==> src/rtl/hwf_pkg.sv <==
package hwf_pkg;
  localparam int HALF_W = 16;
  localparam int WORD_W = 32;

  typedef logic [HALF_W-1:0] half_t;
  typedef logic [WORD_W-1:0] word_t;

  localparam half_t HWF_NOP = 16'hF000;
endpackage

==> src/rtl/hwf_pc_next.sv <==
module hwf_pc_next #(
  parameter int AW = 16
) (
  input  logic [AW-1:0] pc,
  input  logic          br_take,
  input  logic [AW-1:0] br_target,
  output logic [AW-1:0] pc_nxt
);
  localparam logic [AW-1:0] STEP      = AW'(2);
  localparam logic [AW-1:0] EVEN_MASK = ~AW'(1);

  logic [AW-1:0] seq_pc;
  logic [AW-1:0] tgt_even;

  always_comb begin
    seq_pc   = pc + STEP;
    tgt_even = br_target & EVEN_MASK;
    pc_nxt   = br_take ? tgt_even : seq_pc;
  end
endmodule

==> src/rtl/hwf_half_pick.sv <==
module hwf_half_pick
  import hwf_pkg::*;
#(
  parameter bit HI_FIRST = 1'b0
) (
  input  word_t word_in,
  input  logic  sel,
  output half_t half_out
);
  generate
    if (HI_FIRST) begin : g_hi_first
      always_comb half_out = sel ? word_in[HALF_W-1:0] : word_in[WORD_W-1:HALF_W];
    end else begin : g_lo_first
      always_comb half_out = sel ? word_in[WORD_W-1:HALF_W] : word_in[HALF_W-1:0];
    end
  endgenerate
endmodule

==> src/rtl/hwf_stage_regs.sv <==
module hwf_stage_regs
  import hwf_pkg::*;
#(
  parameter int            AW       = 16,
  parameter logic [AW-1:0] RESET_PC = '0
) (
  input  logic          clk,
  input  logic          rst,
  input  logic          stall,
  input  logic          br_take,
  input  logic [AW-1:0] pc_nxt,
  input  half_t         fetched,
  output logic [AW-1:0] pc_q,
  output half_t         ir_q,
  output logic [AW-1:0] ir_pc_q,
  output logic          valid_q
);
  always_ff @(posedge clk) begin
    if (rst) begin
      pc_q    <= RESET_PC;
      ir_q    <= HWF_NOP;
      ir_pc_q <= '0;
      valid_q <= 1'b0;
    end else if (br_take) begin
      pc_q    <= pc_nxt;
      ir_q    <= HWF_NOP;
      ir_pc_q <= pc_q;
      valid_q <= 1'b0;
    end else if (!stall) begin
      pc_q    <= pc_nxt;
      ir_q    <= fetched;
      ir_pc_q <= pc_q;
      valid_q <= 1'b1;
    end
  end
endmodule

==> src/rtl/hwf_fetch_stage.sv <==
module hwf_fetch_stage
  import hwf_pkg::*;
#(
  parameter int            AW       = 16,
  parameter bit            HI_FIRST = 1'b0,
  parameter logic [AW-1:0] RESET_PC = '0
) (
  input  logic              clk,
  input  logic              rst,
  input  logic              stall,
  input  logic              br_take,
  input  logic [AW-1:0]     br_target,
  output logic [AW-3:0]     mem_addr,
  input  logic [WORD_W-1:0] mem_rdata,
  output logic [HALF_W-1:0] ir_out,
  output logic [AW-1:0]     ir_pc,
  output logic              ir_valid
);
  logic [AW-1:0] pc;
  logic [AW-1:0] pc_nxt;
  half_t         fetched;

  assign mem_addr = pc[AW-1:2];

  hwf_pc_next #(.AW(AW)) u_next (
    .pc        (pc),
    .br_take   (br_take),
    .br_target (br_target),
    .pc_nxt    (pc_nxt)
  );

  hwf_half_pick #(.HI_FIRST(HI_FIRST)) u_pick (
    .word_in  (mem_rdata),
    .sel      (pc[1]),
    .half_out (fetched)
  );

  hwf_stage_regs #(.AW(AW), .RESET_PC(RESET_PC)) u_regs (
    .clk     (clk),
    .rst     (rst),
    .stall   (stall),
    .br_take (br_take),
    .pc_nxt  (pc_nxt),
    .fetched (fetched),
    .pc_q    (pc),
    .ir_q    (ir_out),
    .ir_pc_q (ir_pc),
    .valid_q (ir_valid)
  );

  // a free edge steps the counter by one halfword
  assert_seq_step_R2: assert property (@(posedge clk) disable iff (rst)
    (!stall && !br_take) |=> (pc == $past(pc) + AW'(2)));

  // redirect lands on the even-aligned target
  assert_branch_load_R6: assert property (@(posedge clk) disable iff (rst)
    br_take |=> (pc == {$past(br_target[AW-1:1]), 1'b0}));

  // the slot fetched under a redirect is squashed
  assert_squash_R7: assert property (@(posedge clk) disable iff (rst)
    br_take |=> (!ir_valid && ir_out == HWF_NOP));

  // a stall without redirect freezes the stage
  assert_stall_hold_R8: assert property (@(posedge clk) disable iff (rst)
    (stall && !br_take) |=> ($stable(pc) && $stable(ir_out) && $stable(ir_pc) && $stable(ir_valid)));

  // the interstage PC tags the fetch with its own address
  assert_pc_tag_R5: assert property (@(posedge clk) disable iff (rst)
    (!stall && !br_take) |=> (ir_pc == $past(pc) && ir_valid));
endmodule

==> config.mk <==
export PLATFORM = sky130hd
export DESIGN_NAME = hwf_fetch_stage
export DESIGN_NICKNAME = d
export VERILOG_FILES = /design/src/rtl/hwf_pkg.sv /design/src/rtl/hwf_pc_next.sv /design/src/rtl/hwf_half_pick.sv /design/src/rtl/hwf_stage_regs.sv /design/src/rtl/hwf_fetch_stage.sv
export SDC_FILE = /design/constraint.sdc
export NUM_CORES = 1
export LEC_CHECK = 0
export ABC_CLOCK_PERIOD_IN_PS = 1600
export BUFFER_PORTS_ARGS = -buffer_cell sky130_fd_sc_hd__buf_2
export CORE_MARGIN = 2
export CORE_UTILIZATION = 30
export DETAILED_ROUTE_END_ITERATION = 8
export SLEW_MARGIN = 15
export SYNTH_ARGS = -nofsm -noshare
export SYNTH_HDL_FRONTEND = slang
export SYNTH_SLANG_ARGS = --single-unit
==> constraint.sdc <==
create_clock -name clk -period 1.6 [get_ports clk]
set_input_delay 0.16 -clock clk [delete_from_list [all_inputs] [get_ports clk]]
set_output_delay 0.16 -clock clk [all_outputs]
set_load 0.05 [all_outputs]
; After elaboration in Yosys (flattened, before gate mapping)
; Index checks and enable logic that the tools add are counted.
[totals]
register_bits = 49
[classes]
add_sub_neg = 1
eq_ne = 1
n_mux = 6
n_reduce_logical = 1
[ops]
columns = cell, count
row1 = $mux 16, 6
row2 = $add 16x2->16 const B, 1
row3 = $ne 2x1->1 const B, 1
row4 = $reduce_or 2->1, 1

; Depth between registers and ports, before layout
[logic_depth]
ltp_word = 4
ltp_mapped = 5
ltp_nobuf = 5

; By module
; From an unflattened synthesis, not the netlist that was laid out.
[unflattened]
cells_unflattened = 269
hier_area_um2 = 2672.6
[by_module_without_submodules]
columns = mod, instances, cells_per_inst, area_per_inst_um2, seq_area_each_um2
row1 = hwf_stage_regs, 1, 182, 1993.2, 980.9
row2 = hwf_pc_next, 1, 69, 430.4, 0.0
row3 = hwf_half_pick, 1, 18, 249.0, 0.0

; Worst setup path after synthesis
; OpenSTA, ideal clock, no wires.
[synth_path]
path_kind = reg-to-reg
start = reg u_regs.pc_q[2]
end = reg u_regs.pc_q[9]
setup_time_ps = 67
arrival_ps = 1810
required_time_ps = 1533
slack_ps = -277
stages_incl_launch_ff = 6
period_less_slack_ps = 1877
path_cell_list = dfxtp_1 ha_1 nand4_1 or3_1 a21o_1 a21oi_2
[synth_between]
elab_chain_len = 4
[synth_lines]
columns = item, line
row1 = "start, declared", hwf_stage_regs.sv:13  ; output logic [AW-1:0] pc_q,
row2 = "start signal, assigned", hwf_stage_regs.sv:25  ; pc_q <= pc_nxt;
row3 = "start signal, assigned", hwf_stage_regs.sv:30  ; pc_q <= pc_nxt;
row4 = $add 16x2->16 (*), hwf_pc_next.sv:16  ; seq_pc = pc + STEP;
row5 = $mux 16 (*), hwf_pc_next.sv:18  ; pc_nxt = br_take ? tgt_even : seq_pc;
row6 = $mux 16, hwf_stage_regs.sv:29  ; end else if (!stall) begin
row7 = $mux 16 (*), hwf_stage_regs.sv:24  ; end else if (br_take) begin
; Mark *: on every way between the ends. The rest lies on a longest branch, timed or not. The select of a mux whose other input is x is not followed.
; A chain may end at the register's enable or synchronous reset.

; Worst setup path in the final report
[layout_path]
start = reg u_regs.pc_q[1]
end = reg u_regs.pc_q[10]
; The elaborated chain is that of the path after synthesis.

==> key figures <==
Run status
  • Result of the run: complete, no violations

CTS
  • CTS tree: built
  • TritonCTS Buffers: 5
  • Later-pin clock latency in the skew report: 0.30 ns
  • CTS clk-pin slew, worst paths: 0.09 ns
  • Clock tree buffer depth: 2
  • Clock sink count: 47
  • Clock H-tree levels: 2
  • Root buffer cell: clkbuf_8
  • Hold buffer count at cts: 0

Place
  • I/O Buffers: 96
  • Post-DP HPWL: between 3000 and 4000 µm
  • DP Area: around 2700 µm²
  • GP Congestion: roughly 0.72
  • Pre-CTS setup slack: ~0.065 ns

Worst setup path
  • Maximum fanout along the worst path: 21
  • Endpoint type of the worst setup path: flip-flop
  • Arrival @ worst endpoint: 1.69 ns
  • Worst EP required: ~1.8 ns
  • Crit path launch type: flip-flop
  • Worst r2r path cells: 5
  • CP Class: reg -> reg

Detailed routing
  • Post-DR vias/cell: about 4.5
  • DRT Pass-1 Iters: 4
  • DRC viols: 0
  • Wire per inst: between 10 and 15 µm
  • Final WL: between 5000 and 6000 µm
  • Initial DRC Count: between 50 and 60
  • Via count: ~2000
  • Post-route ant nets: 0

Timing
  • Slew at the pin closest to its max-slew limit: 0.575 ns
  • Worst slew margin: approximately three fifths
  • Final period util: slightly above 90%
  • Final hold violations: 0
  • Hold slack: a little under 0.09 ns
  • Setup Skew: 0.00736 ns
  • Final min period: ~1.5 ns
  • Slew Viols, Final: 0
  • Setup WS post-layout: about 0.10 ns
  • Fmax: between 0.6 and 0.7 GHz
  • Setup-failing EPs final: 0

Logic synthesis
  • Cells after Synth: roughly 260
  • Unique masters post-synth: 31
  • Leading area contributor after synthesis: dfxtp_1
  • Post-synthesis area per instance: 8.34 µm²
  • Synthesized area: between 2000 and 2500 µm²
  • Mapped Nets: between 300 and 400
  • Sequential share of the synthesized area: a little over two fifths
  • Synthesis-stage register bit count: 47
  • Share of the synthesized area in the top cell type: 43.9%
  • Synth Warn #: 0
  • Synth area leaders: dfxtp_1, mux2i_1, a21oi_1

Global route
  • Initial antenna violation count: 0
  • Largest net degree at the start of global routing: 35
  • Gr ovfl total: 0
  • Vias in the first global route: between 1500 and 2000
  • Total routing usage reported by global routing: between 10 and 15%
  • First-pass GRT wire length: 8560 µm

Cells and area
  • Nets: roughly 410
  • Commonest non-fill, non-tap cells in the layout: buf_2, a21oi_1, nand2_1, dfxtp_1, nor2_1
  • Area of the multi-input gates: between 1000 and 1500 µm²
  • Area Overhead vs Synth: 32.6%
  • Fillers: 736
  • Share of layout cells above drive strength 1: 36.8%
  • Layout Cell Area excl Fill: ~2800 µm²
  • Commonest non-fill, non-tap cell in the layout: buf_2
  • Sequential Area: around 960 µm²

Die
  • Effective utilization at floorplan: 31.2%
  • Width of the die: between 80 and 90 µm
  • # IOs: 99
  • Row count: 30
  • Die area: 7840 µm²
  • Placeable Area: around 7000 µm²
  • Chip height: ~90 µm

Power
  • Power density over the cells: roughly 900 nW/µm²
  • Design Power: 2560 µW
  • Static Leak: roughly 0.0013 µW
  • Max IR drop VDD: between 0.3 and 0.4 mV

Flow run
  • Max cap viols: 0

Worst hold path
  • Hold WC Path Type: in -> reg
  • Cell count of the worst hold path: 3
per-layer routing:
metal | global-route usage (%) | share of wire, %
met5 | 0 | 0
met4 | 3.72 | 1.2
met3 | 3.92 | 6.5
met2 | 22.8 | 47
met1 | 17.9 | 46
sequential cells by signal, summed over array words and instances (netlist names):
register and count:
u_regs.ir_pc_q 15, u_regs.valid_q 1, u_regs.ir_q 16, u_regs.pc_q 15
timing repair:
action                                  4_1_cts  5_1_grt
endpoints found under the setup margin        0        2
buffers inserted                              0        2
gates resized for setup                       0        2
critical path, stage by stage, from the launching register on:
cell and delay [ns]:
dfxtp_1 0.35, buf_4 0.31, nand2_1 0.18, nor4_1 0.27
xor2_1 0.12, o21a_1 0.18
cell usage after synthesis (all sizes together):
library cell / instances
nor2: 32
clkbuf: 8
xor2: 9
or3: 1
o21a: 9
conb: 1
mux2: 4
or2: 1
nand2: 37
nand4b: 3
nand4: 2
nand3: 3
o21ai: 1
nand3b: 1
nor3: 3
inv: 12
mux2i: 20
a21oi: 40
dfxtp: 47
xnor2: 4
ha: 1
nor3b: 1
nand2b: 2
nor4: 5
a21o: 1
nor2b: 1
buf: 8
metrics by stage:
| step | utilization, % | TNS (ns) | cells |
|---|---|---|---|
| finish | 41.4 | 0 | 450 |
| global route | 41.4 | -0.00104 | 449 |
| CTS | 41.0 | 0 | 447 |
| detailed placement | 39.8 | 0 | 439 |
| global placement | 39.8 | 0 | 439 |
| floorplan | - | 0 | 257 |
layout make-up:
class                      instances  share of cell area (%)
clock inverter                     1                   0.176
inverter                          12                    1.58
timing repair buffer             104                    19.0
sequential                        47                    33.6
multi-input combinational        182                    38.6
antenna                            1                  0.0880
tap                               96                    4.22
clock buffer                       7                    2.68
kinds of logic after synthesis:
group | Yosys count | synth area share [%]
mux | 24 | 11.4
simple gates | 92 | 19.9
xor+xnor | 13 | 5.31
flops | 47 | 43.9
compound gates | 51 | 13.2
buf+inv | 28 | 5.48
other cells | 1 | 0.175
fa+ha+maj | 1 | 0.583
power breakdown:
part | switching, µW | internal, µW
clock network | 390 | 307
logic | 383 | 191
registers | 53.5 | 1230
final timing paths:
kind / startpoint / endpoint / slack, ns
max: u_regs.pc_q[1]$_SDFFE_PP0P_ / u_regs.pc_q[10]$_SDFFE_PP0P_ / 0.10
min: br_target[1] / u_regs.pc_q[1]$_SDFFE_PP0P_ / 0.09
max reg2reg: u_regs.pc_q[1]$_SDFFE_PP0P_ / u_regs.pc_q[10]$_SDFFE_PP0P_ / 0.10
min reg2reg: u_regs.ir_pc_q[2]$_SDFFE_PP0P_ / u_regs.ir_pc_q[2]$_SDFFE_PP0P_ / 0.45
No activity file was read; power rests on OpenSTA's default activity.
